## src/rtl/frac_div_pkg.sv

```systemverilog
// Package: shared constants and helpers for the fractional clock divider.
// Assumes a 32-bit control word.
package frac_div_pkg;
    localparam int REG_W = 32;

    // Builds a mask that covers a field of the given width at the given shift.
    function automatic logic [REG_W-1:0] field_mask(input int shift, input int width);
        logic [63:0] m;
        m = ((64'd1 << width) - 64'd1) << shift;
        return m[REG_W-1:0];
    endfunction
endpackage

```

## src/rtl/fdiv_ctrl_reg.sv

```systemverilog
// Module: control word with masked writes and a self-clearing trigger.
// Holds the shadow divisor field and the gate bit. In fixed mode the field
// reads back as a constant and cannot be written. The trigger bit reads as
// the pending flag. Assumes the field, gate and trigger bits do not overlap.
module fdiv_ctrl_reg
    import frac_div_pkg::*;
#(
    parameter int DIV_WIDTH    = 8,
    parameter int FRAC_WIDTH   = 2,
    parameter int FIELD_SHIFT  = 8,
    parameter int GATE_BIT     = 0,
    parameter int TRIG_BIT     = 31,
    parameter bit FIXED_MODE   = 1'b0,
    parameter int FIXED_SCALED = 6
) (
    input  logic                 clk,
    input  logic                 rst_n,
    input  logic                 wr_en,
    input  logic [REG_W-1:0]     wr_mask,
    input  logic [REG_W-1:0]     wr_data,
    input  logic                 load_done,
    output logic [REG_W-1:0]     rd_data,
    output logic [DIV_WIDTH-1:0] field_o,
    output logic                 gate_o,
    output logic                 pend_o
);
    localparam logic [REG_W-1:0] FMASK    = field_mask(FIELD_SHIFT, DIV_WIDTH);
    localparam logic [REG_W-1:0] TMASK    = field_mask(TRIG_BIT, 1);
    localparam logic [REG_W-1:0] WRITABLE = FIXED_MODE ? ~(FMASK | TMASK) : ~TMASK;
    localparam logic [DIV_WIDTH-1:0] FIX_FIELD =
        DIV_WIDTH'(FIXED_SCALED - (2 ** FRAC_WIDTH));

    logic [REG_W-1:0] word_q;
    logic [REG_W-1:0] wmask_eff;
    logic             trig_set;

    assign wmask_eff = wr_en ? (wr_mask & WRITABLE) : '0;
    assign trig_set  = wr_en & wr_mask[TRIG_BIT] & wr_data[TRIG_BIT];

    // Updates the stored bits named by the effective write mask.
    always_ff @(posedge clk) begin
        if (!rst_n) word_q <= '0;
        else        word_q <= (word_q & ~wmask_eff) | (wr_data & wmask_eff);
    end

    // Pending flag: set by a trigger write, cleared when the load is applied.
    always_ff @(posedge clk) begin
        if (!rst_n)         pend_o <= 1'b0;
        else if (trig_set)  pend_o <= 1'b1;
        else if (load_done) pend_o <= 1'b0;
    end

    // Builds the readback word, with the fixed field and the pending flag.
    always_comb begin
        rd_data = word_q;
        if (FIXED_MODE)
            rd_data[FIELD_SHIFT +: DIV_WIDTH] = FIX_FIELD;
        rd_data[TRIG_BIT] = pend_o;
    end

    assign field_o = rd_data[FIELD_SHIFT +: DIV_WIDTH];
    assign gate_o  = word_q[GATE_BIT];

    // a trigger write is visible as pending in the next cycle.
    a_r6_trig_sets: assert property (@(posedge clk) disable iff (!rst_n)
        trig_set |=> pend_o);
    // the gate bit does not move when its mask bit is clear.
    a_r4_gate_masked: assert property (@(posedge clk) disable iff (!rst_n)
        !(wr_en && wr_mask[GATE_BIT]) |=> $stable(gate_o));
endmodule

```

## src/rtl/fdiv_accum.sv

```systemverilog
// Module: fractional phase accumulator that holds the active divisor.
// Adds 2^FRAC_WIDTH on each gated cycle. When the sum reaches the active
// scaled divisor, it subtracts the divisor and registers a pulse. A pending
// update is loaded on a pulse cycle. Assumes FIXED_SCALED lies in
// [2^FRAC_WIDTH, 2^DIV_WIDTH-1+2^FRAC_WIDTH].
module fdiv_accum #(
    parameter int DIV_WIDTH    = 8,
    parameter int FRAC_WIDTH   = 2,
    parameter bit FIXED_MODE   = 1'b0,
    parameter int FIXED_SCALED = 6
) (
    input  logic                 clk,
    input  logic                 rst_n,
    input  logic                 gate_i,
    input  logic                 pend_i,
    input  logic [DIV_WIDTH-1:0] field_i,
    output logic                 clk_en_o,
    output logic                 load_o
);
    localparam int ACC_W = ((DIV_WIDTH > FRAC_WIDTH) ? DIV_WIDTH : FRAC_WIDTH) + 2;
    localparam logic [ACC_W-1:0] STEP = ACC_W'(2 ** FRAC_WIDTH);

    logic [ACC_W-1:0] acc_q;
    logic [ACC_W-1:0] div_q;
    logic [ACC_W-1:0] sum;
    logic             hit;

    assign sum    = acc_q + STEP;
    assign hit    = (sum >= div_q);
    assign load_o = gate_i & hit & pend_i;

    // Advances the phase and registers the output pulse while the gate is on.
    always_ff @(posedge clk) begin
        if (!rst_n) begin
            acc_q    <= '0;
            clk_en_o <= 1'b0;
        end else if (gate_i) begin
            clk_en_o <= hit;
            acc_q    <= hit ? (sum - div_q) : sum;
        end else begin
            clk_en_o <= 1'b0;
        end
    end

    generate
        if (FIXED_MODE) begin : g_fixed
            assign div_q = ACC_W'(FIXED_SCALED);
            logic unused_field;
            assign unused_field = ^field_i;
            // the active divisor is the build constant.
            a_r8_fixed_div: assert property (@(posedge clk) disable iff (!rst_n)
                div_q == ACC_W'(FIXED_SCALED));
        end else begin : g_prog
            // Loads field plus one unit into the active divisor at the boundary.
            always_ff @(posedge clk) begin
                if (!rst_n)      div_q <= STEP;
                else if (load_o) div_q <= ACC_W'(field_i) + STEP;
            end
            // with nothing pending, the active divisor holds.
            a_r5_div_holds: assert property (@(posedge clk) disable iff (!rst_n)
                !pend_i |=> $stable(div_q));
        end
    endgenerate

    // the phase stays below the active divisor.
    a_r2_acc_bound: assert property (@(posedge clk) disable iff (!rst_n)
        acc_q < div_q);
    // the active divisor is never below one unit.
    a_r2_div_min: assert property (@(posedge clk) disable iff (!rst_n)
        div_q >= STEP);
    // no pulse follows a cycle with the gate off.
    a_r7_gated_quiet: assert property (@(posedge clk) disable iff (!rst_n)
        !gate_i |=> !clk_en_o);
    // a load happens only together with a pulse.
    a_r6_load_on_pulse: assert property (@(posedge clk) disable iff (!rst_n)
        load_o |=> clk_en_o);
endmodule

```

## src/rtl/frac_clkdiv_trig.sv

```systemverilog
// Module: top of the fractional clock divider with a triggered update.
// Connects the control word to the accumulator. The output is a registered
// clock-enable pulse in the input clock domain.
module frac_clkdiv_trig
    import frac_div_pkg::*;
#(
    parameter int DIV_WIDTH    = 8,
    parameter int FRAC_WIDTH   = 2,
    parameter int FIELD_SHIFT  = 8,
    parameter int GATE_BIT     = 0,
    parameter int TRIG_BIT     = 31,
    parameter bit FIXED_MODE   = 1'b0,
    parameter int FIXED_SCALED = 6
) (
    input  logic        clk,
    input  logic        rst_n,
    input  logic        reg_wr_en,
    input  logic [31:0] reg_wr_mask,
    input  logic [31:0] reg_wr_data,
    output logic [31:0] reg_rd_data,
    output logic        clk_en_o
);
    logic [DIV_WIDTH-1:0] field;
    logic                 gate;
    logic                 pend;
    logic                 load;

    fdiv_ctrl_reg #(
        .DIV_WIDTH(DIV_WIDTH), .FRAC_WIDTH(FRAC_WIDTH), .FIELD_SHIFT(FIELD_SHIFT),
        .GATE_BIT(GATE_BIT), .TRIG_BIT(TRIG_BIT), .FIXED_MODE(FIXED_MODE),
        .FIXED_SCALED(FIXED_SCALED)
    ) u_ctrl (
        .clk(clk), .rst_n(rst_n), .wr_en(reg_wr_en), .wr_mask(reg_wr_mask),
        .wr_data(reg_wr_data), .load_done(load), .rd_data(reg_rd_data),
        .field_o(field), .gate_o(gate), .pend_o(pend)
    );

    fdiv_accum #(
        .DIV_WIDTH(DIV_WIDTH), .FRAC_WIDTH(FRAC_WIDTH), .FIXED_MODE(FIXED_MODE),
        .FIXED_SCALED(FIXED_SCALED)
    ) u_accum (
        .clk(clk), .rst_n(rst_n), .gate_i(gate), .pend_i(pend), .field_i(field),
        .clk_en_o(clk_en_o), .load_o(load)
    );
endmodule

```

## config.mk

```make
export PLATFORM = sky130hd
export DESIGN_NAME = frac_clkdiv_trig
export DESIGN_NICKNAME = d
export VERILOG_FILES = /design/src/rtl/frac_div_pkg.sv /design/src/rtl/fdiv_ctrl_reg.sv /design/src/rtl/fdiv_accum.sv /design/src/rtl/frac_clkdiv_trig.sv
export SDC_FILE = /design/constraint.sdc
export NUM_CORES = 1
export LEC_CHECK = 0
export ABC_AREA = 1
export BUFFER_PORTS_ARGS = -buffer_cell sky130_fd_sc_hd__buf_4
export CAP_MARGIN = 20
export CORE_ASPECT_RATIO = 2
export CORE_MARGIN = 5
export CORE_UTILIZATION = 42
export DETAILED_ROUTE_END_ITERATION = 8
export MAX_ROUTING_LAYER = met4
export PLACE_DENSITY_LB_ADDON = 0.08
export SETUP_SLACK_MARGIN = 0.2
export SLEW_MARGIN = 15
export SYNTH_ARGS = -nofsm -noshare
export SYNTH_HDL_FRONTEND = slang
export SYNTH_SLANG_ARGS = --single-unit
```

## constraint.sdc

```tcl
create_clock -name clk -period 2.4 [get_ports clk]
set_input_delay 0.12 -clock clk [delete_from_list [all_inputs] [get_ports clk]]
set_output_delay 0.12 -clock clk [all_outputs]
set_load 0.05 [all_outputs]
```

* Word-level counts from Yosys, hierarchy flattened *
Index checks and enable logic that the tools add are counted.

storage, ports and cells
  register bits = 54
  output and inout port bits = 33
  logic and storage cells = 23

cells by class
  add/sub/neg operators = 3
  order comparisons = 1
  multiplexer cells = 4
  bitwise operators = 8
  reductions and logical operators = 2

operators by type and width
  kind                                           count
  AND 32 bit                                     2
  inverter 32 bit                                1
  bitwise OR 32 bit                              1
  2-to-1 mux 31 bit                              1
  adder 10 x 3 -> 10 bit, second input constant  1
  greater-or-equal comparator 10 bit             1
  2-to-1 mux 10 bit                              1
  subtractor 10 bit                              1
  adder 8 x 3 -> 9 bit, second input constant    1
  AND 1 bit                                      4
  2-to-1 mux 1 bit                               2
  AND reduction 2 bit                            1
  nonzero test 2 bit                             1

* Depth between registers and ports, before layout *
  depth in word-level cells = 6
  gate-level depth with buffers = 19
  gate-level depth less buffers = 18

* Modules after synthesis *
Synthesis repeated with hierarchy kept, for this count alone.

second synthesis, totals
  cells, all modules = 483
  area total of the unflattened synthesis = 3130.5 um^2

modules (own cells, without submodules)
  module         instances  cells an instance  area an instance (um^2)  sequential area each (um^2)
  fdiv_accum     1          244                1620.3                   400.4
  fdiv_ctrl_reg  1          239                1510.2                   640.6

* Worst setup path after synthesis *
OpenSTA, ideal clock, no wires.

  kind = register -> register
  start = register u_accum.acc_q[3]
  end = register u_accum.acc_q[1]
  setup time = 0.113 ns
  data arrival time = 2.140 ns
  data required time = 2.287 ns
  slack = 0.147 ns
  cell stages (with the launch flop) = 18
  path through = dfxtp_1 ha_1 nand2_1 nor3b_1 xnor2_1 inv_1 ha_1 inv_1 nor2_1 nand3_1 nand2_2 nor2_4 nand2_4 buf_12 nand2_4 inv_2 nor2_1 nor2_1

on the way
  word-level cells in the longest chain between the ends = 3

RTL lines
  what                                RTL line          text
  start, declared                     fdiv_accum.sv:23  logic [ACC_W-1:0] acc_q;
  start signal, assigned              fdiv_accum.sv:39  acc_q <= hit ? (sum - div_q) : sum;
  adder 10 x 3 -> 10 bit              fdiv_accum.sv:28  assign sum = acc_q + STEP;
  greater-or-equal comparator 10 bit  fdiv_accum.sv:29  assign hit = (sum >= div_q);
  2-to-1 mux 10 bit                   fdiv_accum.sv:39

No other way between the ends.
A chain may end at the register's enable or synchronous reset.

* Final worst setup path *
  start = register u_accum.acc_q[3]
  end = register u_accum.acc_q[4]

on the way
  word-level cells in the longest chain between the ends = 3

RTL lines
  what                                                                            RTL line
  adder 10 x 3 -> 10 bit (*)                                                      fdiv_accum.sv:28
  subtractor 10 bit / greater-or-equal comparator 10 bit (equally long branches)  fdiv_accum.sv:39, fdiv_accum.sv:29
  2-to-1 mux 10 bit (*)                                                           fdiv_accum.sv:39

Every way passes the cells marked *; elsewhere a longest branch is shown, timed or not.

==> impl_metrics.tcl <==
set metrics [dict create \
    grt_pass1_wl_um 14130 \
    synth_cell_types 28 \
    ir_drop_uv 449.7 \
    crit_type "reg2reg" \
    crit_path_max_fanout 7 \
    cts_buffer_depth 2 \
    final_cell_mix "123 x buf_4, 115 x nand2_1, 49 x dfxtp_1" \
    syn_to_final_growth_pct 48.27 \
    drv_cap 0 \
    htree_levels 2 \
    synthAdderAreaFrac_pct 5.396 \
    grt_max_degree 58 \
    finalCriticalPeriod_ns 2.331 \
    worst_pin_slew_ns 0.8446 \
    layout_commonest_cell "buf_4" \
    hold_violations 0 \
    synth_nets 508 \
    worstPathArrival_ns 2.51 \
    track_usage_pct 21.99 \
    diodes 0 \
    synth-edff-count 0 \
    syn-cell-area_mm2 0.002922 \
    synth-main-ff-cell "dfxtp_1" \
    async_flop_share_pct 0 \
    p_per_area_mw_per_mm2 864.6 \
    cts_hold_buf 0 \
    postPlaceCellArea_mm2 0.003805 \
    synth_top_family_by_area "simple AND/OR/NAND/NOR gates" \
    timing.fmax_mhz 429.0 \
    overflow 0 \
    grt_pass1_vias 3090 \
    route.vias.total 3164 \
    skew_ns 0.004584 \
    fp-row-count 43 \
    p_leak_nw 2.076 \
    yosysTopAreaCellShare_pct 35.63 \
    status "completed" \
    synthMuxAreaShare_pct 0 \
    port_buffers 99 \
    critPathRequiredTime_ns 2.58 \
    synth_xor_area_share_pct 3.298 \
    min_path_type "in2reg" \
    cts-root-buf "clkbuf_16" \
    setup_viol 0 \
    dp_hpwl_um 6561 \
    syn_area_per_cell_um2 6.810 \
    yosysWarnings 0 \
    ios 100 \
    finalPower_w 0.003745 \
    clkTransAtPathRegs_ns 0.07 \
    final_core_utilization_pct 62.90 \
    hp-start "reg_wr_data[25]" \
    synth_simple_gate_area_share_pct 35.16 \
    antenna_found_initial 0 \
    synthCells 429 \
    slew_headroom_pct 43.62 \
    synth_area_leaders "dfxtp_1 36%, nand2_1 16%, nand3_1 8.4%" \
    r2r_end "u_accum.acc_q[4]$_SDFFE_PN0P_" \
    wirelength_um 8762 \
    reg2reg_slack_ns 0.07 \
    drtAntennaViolNets 0 \
    clock_sinks 52 \
    final_nets 627 \
    slew_viol_final 0 \
    finalCritPeriodShare_pct 97.13 \
    drtIter0Drc 148 \
    wl_per_cell_um 13.73 \
    rr_worst_depth 16 \
    synth_compound_area_share_pct 9.636 \
    final_area_mm2 0.004332 \
    place.gp.congestion 0.9076 \
    seq_area_frac_synth_pct 35.63 \
    dieWidth_um 68.98 \
    cts_buffers 5 \
    cts_tree "yes" \
    drive_above_1_share_pct 36.13 \
    drt_first_pass_iters 4 \
    die_area_mm2 0.008825 \
    worst_setup_path_start_kind "flip-flop" \
    synth_top_area_cell "dfxtp_1" \
    endpoint_kind "flip-flop" \
    rsz0062_at_grt "yes" \
    clkLatencyLatePin_ns 0.29 \
    vias_per_cell 4.959 \
    reg2reg_from "u_accum.acc_q[3]$_SDFFE_PN0P_" \
    die_height_um 128.0 \
    drc 0 \
    synth-seq-cells 52 \
    core-area_mm2 0.006887 \
    start_util_pct 42.42 \
    hold_depth 3 \
]
[synthesized netlist by cell type (5+ instances only)]
master	n
nand2_2	9
clkbuf_1	9
xor2_1	6
ha_1	11
xnor2_1	5
buf_4	6
nand4_1	10
nand2_1	124
dfxtp_1	52
nand3_1	49
inv_1	51
o21ai_0	11
nor2_1	26
a21oi_1	39
[critical path, cell delays in order (launching register included)]
cell and delay, ns:
dfxtp_4 0.37, nand2_2 0.06, nor2_4 0.11, buf_4 0.12, xnor2_1 0.10, buf_4 0.16
inv_1 0.07, ha_4 0.22, nand2_2 0.10, nor2_4 0.05, nand3_2 0.06, nand2_2 0.06
nor2_4 0.30, nand2_4 0.14, buf_4 0.16, nor2_2 0.07, o21ai_1 0.07
[stage by stage]
step	instances	setup TNS, ns	hold slack, ns	worst slack, ns
after global placement	616	-0.2137	0.3876	-0.03342
after CTS	630	0	0.07715	0.09749
after global routing	638	-0.6351	0.08103	-0.05849
after detailed placement	616	-1.036	0.3917	-0.09821
after floorplan	429	0	0.2719	0.2140
final	638	0	0.08652	0.06893
[cells by family (layout without fill, tap and decap cells)]
kind of cell / Yosys count / after routing
simple gates: 228 / 231
buf+inv: 71 / 187
compound gates: 55 / 55
flops: 52 / 52
fa+ha+maj: 12 / 12
xor+xnor: 11 / 11
[per-layer routing]
layer	vias up	wire (um)	track usage (%)
met4	0	528	12.41
met2	104	4573	36.15
met3	34	444	4.912
met1	1416	3216	23.45
met5	-	0	-
li1	1610	-	-
[how the worst max path moves through the flow]
stage                             startpoint                       endpoint  slack (ns)  cells after the start
4_1_cts        u_accum.acc_q[2]$_SDFFE_PN0P_  u_accum.div_q[6]$_SDFFE_PN0P_         0.1                     17
5_1_grt        u_accum.acc_q[3]$_SDFFE_PN0P_  u_accum.acc_q[2]$_SDFFE_PN0P_       -0.06                     17
2_1_floorplan  u_accum.acc_q[4]$_SDFFE_PN0P_  u_accum.acc_q[1]$_SDFFE_PN0P_        0.21                     18
3_3_place_gp   u_accum.acc_q[4]$_SDFFE_PN0P_  u_accum.div_q[8]$_SDFFE_PN0P_       -0.03                     17
3_5_place_dp   u_accum.acc_q[4]$_SDFFE_PN0P_  u_accum.div_q[1]$_SDFFE_PN0P_        -0.1                     17
6_report       u_accum.acc_q[3]$_SDFFE_PN0P_  u_accum.acc_q[4]$_SDFFE_PN0P_        0.07                     16
[timing repair]
| action | in CTS | in global routing |
|---|---|---|
| resized for setup | 32 | 31 |
| endpoints found under the setup margin | 21 | 21 |
| setup buffers | 6 | 6 |
| pin swaps | 17 | 32 |
| cloned | 1 | 2 |
[report_power, final]
part           switching [W]  total, W  internal, W
Clock               0.000303  0.000682     0.000380
Sequential         0.0000600  0.000989     0.000929
Combinational        0.00121   0.00207     0.000868
[layout make-up]
cell class / instances / area, um2
Fill cell: 661 / 2555
Sequential cell: 52 / 1050
Timing Repair Buffer: 127 / 968.4
Tap cell: 90 / 112.6
Clock buffer: 6 / 128.9
Multi-Input combinational cell: 309 / 1853
Inverter: 53 / 214.0
Clock inverter: 1 / 5.005
(Power assumes the default switching activity.)
